$ cat config.mk
export PLATFORM = sky130hd
export DESIGN_NAME = tlb_xlate
export DESIGN_NICKNAME = d
export VERILOG_FILES = /design/src/rtl/tlb_pkg.sv /design/src/rtl/tlb_cam.sv /design/src/rtl/tlb_repl.sv /design/src/rtl/tlb_array.sv /design/src/rtl/tlb_xlate.sv
export SDC_FILE = /design/constraint.sdc
export NUM_CORES = 2
export LEC_CHECK = 0
export BUFFER_PORTS_ARGS = -buffer_cell sky130_fd_sc_hd__buf_2
export CORE_ASPECT_RATIO = 0.7
export CORE_MARGIN = 10
export CORE_UTILIZATION = 54
export CTS_BUF_LIST = sky130_fd_sc_hd__clkbuf_2 sky130_fd_sc_hd__clkbuf_4 sky130_fd_sc_hd__clkbuf_8
export DETAILED_ROUTE_END_ITERATION = 8
export HOLD_SLACK_MARGIN = 0.08
export PLACE_DENSITY = 0.7
export RECOVER_POWER = 50
export SYNTH_ARGS = -nofsm -noshare
export SYNTH_HDL_FRONTEND = slang
export SYNTH_SLANG_ARGS = --single-unit
$ cat constraint.sdc
create_clock -name clk -period 4.6 [get_ports clk]
set_input_delay 0.69 -clock clk [delete_from_list [all_inputs] [get_ports clk]]
set_output_delay 0.69 -clock clk [all_outputs]
set_load 0.1 [all_outputs]
$ cat src/rtl/tlb_pkg.sv
package tlb_pkg;
  localparam int VPN_W = 20;
  localparam int PPN_W = 20;
  localparam int PID_W = 4;
  localparam int FLG_W = 3;

  typedef struct packed {
    logic             valid;
    logic [PID_W-1:0] pid;
    logic [VPN_W-1:0] vpn;
    logic [FLG_W-1:0] flags;
    logic [PPN_W-1:0] ppn;
  } tlb_entry_t;

  function automatic logic key_eq(input tlb_entry_t e, input logic [VPN_W-1:0] vpn,
                                  input logic [PID_W-1:0] pid, input bit use_pid);
    return e.valid && (e.vpn == vpn) && (!use_pid || (e.pid == pid));
  endfunction

  function automatic logic pid_sel(input tlb_entry_t e, input logic [PID_W-1:0] pid,
                                   input bit use_pid);
    return !use_pid || (e.pid == pid);
  endfunction
endpackage

$ cat src/rtl/tlb_cam.sv
module tlb_cam
  import tlb_pkg::*;
#(
  parameter int ENTRIES = 32,
  parameter bit TAG_EN  = 1'b1,
  localparam int IDX_W  = $clog2(ENTRIES)
) (
  input  logic             clk,
  input  logic             rst_n,
  input  tlb_entry_t       ent [ENTRIES],
  input  logic [VPN_W-1:0] key_vpn,
  input  logic [PID_W-1:0] key_pid,
  output logic [ENTRIES-1:0] hit_vec,
  output logic             hit,
  output logic [IDX_W-1:0] hit_idx
);
  for (genvar i = 0; i < ENTRIES; i++) begin : g_cmp
    assign hit_vec[i] = key_eq(ent[i], key_vpn, key_pid, TAG_EN);
  end

  assign hit = |hit_vec;

  always_comb begin
    hit_idx = '0;
    for (int i = 0; i < ENTRIES; i++)
      if (hit_vec[i]) hit_idx = hit_idx | IDX_W'(i);
  end


  single_match_chk: assert property (@(posedge clk) disable iff (!rst_n) $onehot0(hit_vec))
    else $error("more than one entry matched");
endmodule

$ cat src/rtl/tlb_repl.sv
module tlb_repl #(
  parameter int ENTRIES = 32,
  localparam int IDX_W  = $clog2(ENTRIES),
  localparam logic [IDX_W-1:0] LAST = IDX_W'(ENTRIES - 1)
) (
  input  logic               clk,
  input  logic               rst_n,
  input  logic [ENTRIES-1:0] valid_vec,
  input  logic               fill_go,
  input  logic               fill_hit,
  input  logic [IDX_W-1:0]   fill_hit_idx,
  output logic [IDX_W-1:0]   fill_idx,
  output logic               replace
);
  logic [IDX_W-1:0] ptr;
  logic [IDX_W-1:0] free_idx;
  logic             free_found;

  always_comb begin
    free_found = 1'b0;
    free_idx   = '0;
    for (int i = ENTRIES - 1; i >= 0; i--)
      if (!valid_vec[i]) begin
        free_found = 1'b1;
        free_idx   = IDX_W'(i);
      end
  end

  assign replace  = !fill_hit && !free_found;
  assign fill_idx = fill_hit ? fill_hit_idx : (free_found ? free_idx : ptr);

  always_ff @(posedge clk) begin
    if (!rst_n) ptr <= '0;
    else if (fill_go && replace) ptr <= (ptr == LAST) ? '0 : ptr + 1'b1;
  end


  ptr_hold_chk: assert property (@(posedge clk) disable iff (!rst_n)
    !(fill_go && replace) |=> $stable(ptr))
    else $error("pointer moved without a replacement");


  ptr_move_chk: assert property (@(posedge clk) disable iff (!rst_n)
    (fill_go && replace) |=> !$stable(ptr))
    else $error("pointer did not advance after replacement");
endmodule

$ cat src/rtl/tlb_array.sv
module tlb_array
  import tlb_pkg::*;
#(
  parameter int ENTRIES = 32,
  parameter bit TAG_EN  = 1'b1,
  localparam int IDX_W  = $clog2(ENTRIES)
) (
  input  logic               clk,
  input  logic               rst_n,
  input  logic               flush_all,
  input  logic               inv_en,
  input  logic [PID_W-1:0]   inv_pid,
  input  logic               fill_go,
  input  logic [IDX_W-1:0]   fill_idx,
  input  tlb_entry_t         fill_ent,
  output tlb_entry_t         ent [ENTRIES],
  output logic [ENTRIES-1:0] valid_vec
);
  for (genvar i = 0; i < ENTRIES; i++) begin : g_ent
    always_ff @(posedge clk) begin
      if (!rst_n) ent[i] <= '0;
      else if (flush_all) ent[i].valid <= 1'b0;
      else if (inv_en && pid_sel(ent[i], inv_pid, TAG_EN)) ent[i].valid <= 1'b0;
      else if (fill_go && (fill_idx == IDX_W'(i))) ent[i] <= fill_ent;
    end
    assign valid_vec[i] = ent[i].valid;
  end


  flush_clears_chk: assert property (@(posedge clk) disable iff (!rst_n)
    flush_all |=> (valid_vec == '0))
    else $error("entries survived a flush");


  no_rise_on_inv_chk: assert property (@(posedge clk) disable iff (!rst_n)
    (flush_all || inv_en) |=> ((valid_vec & ~$past(valid_vec)) == '0))
    else $error("entry became valid during invalidation");


  fill_lands_chk: assert property (@(posedge clk) disable iff (!rst_n)
    (fill_go && !flush_all && !inv_en) |=> valid_vec[$past(fill_idx)])
    else $error("filled slot not valid");
endmodule

$ cat src/rtl/tlb_xlate.sv
module tlb_xlate
  import tlb_pkg::*;
#(
  parameter int ENTRIES = 32,
  parameter bit TAG_EN  = 1'b1,
  localparam int IDX_W  = $clog2(ENTRIES)
) (
  input  logic             clk,
  input  logic             rst_n,
  input  logic             lk_req,
  input  logic [VPN_W-1:0] lk_vpn,
  input  logic [PID_W-1:0] lk_pid,
  output logic             lk_hit,
  output logic [PPN_W-1:0] lk_ppn,
  output logic [FLG_W-1:0] lk_flags,
  output logic             walk_req,
  input  logic             fill_en,
  input  logic [VPN_W-1:0] fill_vpn,
  input  logic [PID_W-1:0] fill_pid,
  input  logic [PPN_W-1:0] fill_ppn,
  input  logic [FLG_W-1:0] fill_flags,
  input  logic             base_wr,
  input  logic             inv_en,
  input  logic [PID_W-1:0] inv_pid
);
  tlb_entry_t         ent [ENTRIES];
  logic [ENTRIES-1:0] valid_vec;
  logic [ENTRIES-1:0] lk_vec, fl_vec;
  logic [IDX_W-1:0]   lk_idx, fl_idx, fill_idx;
  logic               fl_hit, replace, fill_go;
  tlb_entry_t         fill_ent;

  tlb_cam #(.ENTRIES(ENTRIES), .TAG_EN(TAG_EN)) u_lk_cam (
    .clk(clk), .rst_n(rst_n), .ent(ent), .key_vpn(lk_vpn), .key_pid(lk_pid),
    .hit_vec(lk_vec), .hit(lk_hit), .hit_idx(lk_idx));

  tlb_cam #(.ENTRIES(ENTRIES), .TAG_EN(TAG_EN)) u_fl_cam (
    .clk(clk), .rst_n(rst_n), .ent(ent), .key_vpn(fill_vpn), .key_pid(fill_pid),
    .hit_vec(fl_vec), .hit(fl_hit), .hit_idx(fl_idx));

  assign fill_go = fill_en && !base_wr && !inv_en;

  always_comb begin
    fill_ent       = '0;
    fill_ent.valid = 1'b1;
    fill_ent.pid   = TAG_EN ? fill_pid : '0;
    fill_ent.vpn   = fill_vpn;
    fill_ent.flags = fill_flags;
    fill_ent.ppn   = fill_ppn;
  end

  tlb_repl #(.ENTRIES(ENTRIES)) u_repl (
    .clk(clk), .rst_n(rst_n), .valid_vec(valid_vec), .fill_go(fill_go),
    .fill_hit(fl_hit), .fill_hit_idx(fl_idx), .fill_idx(fill_idx), .replace(replace));

  tlb_array #(.ENTRIES(ENTRIES), .TAG_EN(TAG_EN)) u_array (
    .clk(clk), .rst_n(rst_n), .flush_all(base_wr), .inv_en(inv_en), .inv_pid(inv_pid),
    .fill_go(fill_go), .fill_idx(fill_idx), .fill_ent(fill_ent),
    .ent(ent), .valid_vec(valid_vec));

  assign lk_ppn   = lk_hit ? ent[lk_idx].ppn : '0;
  assign lk_flags = lk_hit ? ent[lk_idx].flags : '0;
  assign walk_req = lk_req && !lk_hit;


  rewrite_in_place_chk: assert property (@(posedge clk) disable iff (!rst_n)
    (fill_go && fl_hit) |=> $stable(valid_vec))
    else $error("rewrite changed the set of valid slots");


  walk_only_on_req_chk: assert property (@(posedge clk) disable iff (!rst_n)
    walk_req |-> (lk_req && (lk_ppn == '0)))
    else $error("walk request without a live missing lookup");
endmodule

==> results.md <==
* Post-layout min period at 5.542 ns
* Total of max-cap violations at 0
* Critical-path top delay cell: nor4_2
* Initial Util at 0.5465
* Critical Path Max Stage Delay at around 0.48 ns
* Required time of the critical path at a little under 4 ns
* #FFs+latches synth at roughly 1.5k
* Clk buf depth at 3
* IO Count at around 110
* Die area at 169200 µm²
* Port Buffers at 105
* Worst hold path type: input pin to flip-flop
* Slew headroom at -0.03248
* Detail Route Antenna Nets at 0
* Filler cells at around 12k
* FF/Latch Area at 30900 µm²
* Total CTS buffers at between 200 and 250
* Switching power at 7.896 mW
* Worst skew pair latency at ~1.0 ns
* Async S/R FF share, synth at 0
* CTS tree: yes
* Synth Instances at slightly below 9k
* Tot GR Track Use at 0.3957
* Number of global-route vias before repair at between 60k and 70k
* Total negative slack at -23.99 ns
* Drt initial violations at 10.78k
* Die Span X at 487.4 µm
* Synth warn at 0
* Prevailing post-synth register cell: dfxtp_1
* Post-synth EDFFs at 0
* Share of layout cells above drive strength 1 at 0.1962
* Worst-path fanout max at 9
* Status: finished with violations
* Failing checks: slew limit, setup timing
* Startpoint Class: flip-flop
* Layout area overhead at 19.54%
* Setup ws final at -0.9417 ns
* Hpwl dp at 231400 µm
* Worst Skew at 0.07506 ns
* Pwr Density at between 200 and 300 nW/µm²
* Total number of vias at 72.14k
* First-pass GRT wire length at just under 500000 µm
* CP cell instances: xnor2_1 > nand4_1 > nor4_2 > a22oi_2 > buf_4 > o41a_1 > buf_6 > and4b_1 > buf_4 > nand3b_1 > buf_4 > buf_4 > buf_12 > a221oi_2 > nor3_1 > buf_4 > o22ai_4 > buf_12
* H-tree Lvls at 4
* Final Setup Violations at between 100 and 150
* Dpl cell area at roughly 91000 µm²
* Initial antenna violation count at 9
* Pre-antenna DRT Iters at 8
* Most frequent CP cell: buf_4
* Worst Tran Pin Value at around 1.5 ns
* Largest net degree at the start of global routing at ~260
* Vias/cell at approximately 6.3
* Sequential-to-total area share from yosys stat at 0.3735
* Global route total overflow at 0
* Max Slew Vio Count at 76
* P_int at just over 20 mW
* Die Y at approximately 350 µm
* Row cnt at between 100 and 150
* Multi-input logic area at 48510 µm²
* Sw Ratio at 0.2754
* Clock sink total at between 1.5k and 2k
* Fmax at approximately 180 MHz
* Clock root buffer: clkbuf_8
* Mapped Area at 82590 µm²
* DP Cell Count at 10.94k
* Reg power frac at 0.466
* Fin nets at between 9k and 10k
* RSZ-0062 raised after global routing: true
* CP endpoint kind: output port
* Layout Cells excl Fill at around 11k
* Clock Pin Slew Worst Setup and Hold Paths at 0.07 ns
* Hold-fix buffers, CTS at 0
* WS Path Type: flip-flop to output port
* Number of distinct library cells after synthesis at 87
* IR drop worst, VDD at between 300 and 400 µV
* Design Area, Final at approximately 100000 µm²
* WP data arrival at just under 5 ns
* Syn nets at 8836
* WL/cell at 30.85 µm
* Post-place setup slack at -1.333 ns
* WL final at between 300000 and 400000 µm
* Clk pwr share at 0.435
* Residual DRC count at 0
* Final GP Congestion at approximately 1.1
* Final Cycle Share at 1.205
* Logic pwr share at 0.099
* Syn Area/Cell at 9.435 µm²
* Core ar. at 151100 µm²
* Leakage power at between 40 and 50 nW
* Final hold vios at 0
[path summary, 6_finish.rpt]
| path | from | to | slack (ns) | depth (start not counted) |
|---|---|---|---|---|
| worst max-delay path | u_array.ent[423]$_SDFFE_PN0P_ | lk_ppn[16] | -0.94 | 18 |
| worst min-delay path | rst_n | u_array.ent[1383]$_SDFFE_PN0P_ | 0.17 | 3 |
| worst max register to register | u_array.ent[134]$_SDFFE_PN0P_ | u_array.ent[596]$_SDFFE_PN0P_ | -0.22 | 16 |
| worst min register to register | u_array.ent[624]$_SDFFE_PN0P_ | u_array.ent[624]$_SDFFE_PN0P_ | 0.46 | 2 |
[registers in the layout, summed over array words and instances, names as in the netlist]
name	cells
u_array.ent	1536
u_repl.ptr	5
[worst max-delay path, delay by kind of cell, from the launching register on]
| kind | cells | cell delay [ns] |
|---|---|---|
| AND/OR/NAND/NOR | 5 | 1.15 |
| AO/OA/AOI/OAI | 4 | 0.78 |
| buffers and inverters | 8 | 1.34 |
| flip-flops | 1 | 0.35 |
| XOR/XNOR | 1 | 0.17 |
[power groups by stage]
| stage | sequential [mW] | clock [mW] | combinational [mW] |
|---|---|---|---|
| after floorplan | 13.7 | 0 | 1.50 |
| after global placement | 13.7 | 0 | 2.63 |
| after detailed placement | 13.7 | 0 | 2.64 |
| after CTS | 13.4 | 12.5 | 2.67 |
| after global routing | 13.4 | 13.1 | 2.81 |
| final | 13.4 | 12.5 | 2.84 |
[synthesized netlist by cell type (all sizes together) (11+ instances only)]
master	number	share of area
mux2i	1755	0.21
nand2	1578	0.072
dfxtp	1541	0.37
xnor2	1021	0.11
xor2	638	0.068
buf	449	0.043
clkbuf	360	0.016
nand4	269	0.020
nand3	203	0.012
o21ai	196	0.012
nor4	181	0.014
nor3	97	0.0061
nor2	57	0.0029
a21oi	56	0.0034
a221oi	56	0.0061
mux2	53	0.0072
inv	27	0.0012
a31oi	20	0.0017
a211oi	19	0.0018
a22oi	17	0.0019
o21a	17	0.0015
o221ai	16	0.0017
nand2b	13	0.0011
and2	11	0.00083
[per-layer routing]
| layer | track usage | vias up | part of all wire |
|---|---|---|---|
| met5 | 0 | - | 0.000082 |
| met4 | 0.2075 | 4 | 0.068 |
| met3 | 0.1379 | 1438 | 0.15 |
| met2 | 0.5344 | 5079 | 0.38 |
| met1 | 0.5475 | 34950 | 0.40 |
| li1 | - | 30660 | - |
[through the flow]
stage                     total power [mW]  hold WS [ns]  utilization
after floorplan                      15.16        0.4313            -
after global routing                 29.24        0.1928       0.6532
after CTS                            28.49        0.1108       0.6488
final                                28.67        0.1696       0.6533
after detailed placement             16.31        0.4460       0.6053
after global placement               16.30        0.4392       0.6053
[timing repair]
item	4_1_cts	5_1_grt
endpoints found under the setup margin	25	24
pin swaps	61	48
endpoints found under the hold margin	0	0
setup buffers	42	24
cloned	9	11
resized for setup	224	122
[layout make-up]
class	instances	area share
diodes	4	0.0001014
clock buffers	370	0.04753
clock inverters	52	0.003777
inverters	27	0.001027
multi-input cells	6376	0.4914
flip-flops and latches	1541	0.3130
well taps	1996	0.02530
repair buffers	1067	0.1179
[cell families after synthesis]
kind of cell | count (synthesis) | synth area share
xor+xnor | 1659 | 0.1759
simple gates | 2451 | 0.1336
flops | 1541 | 0.3735
fa+ha+maj | 2 | 0.0003030
mux | 1808 | 0.2199
compound gates | 456 | 0.03647
buf+inv | 836 | 0.06021
[cell usage in the layout, fill, tap and decap left out, drive strengths merged, types with 5 or more instances in the layout]
master / count
a211oi: 19
a21oi: 56
a221o: 9
a221oi: 56
a22oi: 17
a31oi: 20
and2: 11
and3: 8
buf: 1033
clkbuf: 403
clkinv: 38
dfxtp: 1541
inv: 38
mux2: 53
mux2i: 1755
nand2: 1578
nand2b: 13
nand3: 203
nand4: 269
nor2: 57
nor2b: 9
nor3: 97
nor4: 181
o2111ai: 5
o211ai: 5
o21a: 17
o21ai: 196
o221ai: 16
o22a: 8
o311ai: 5
or2: 5
xnor2: 1021
xor2: 638
Power figures use the tool's default switching activity.
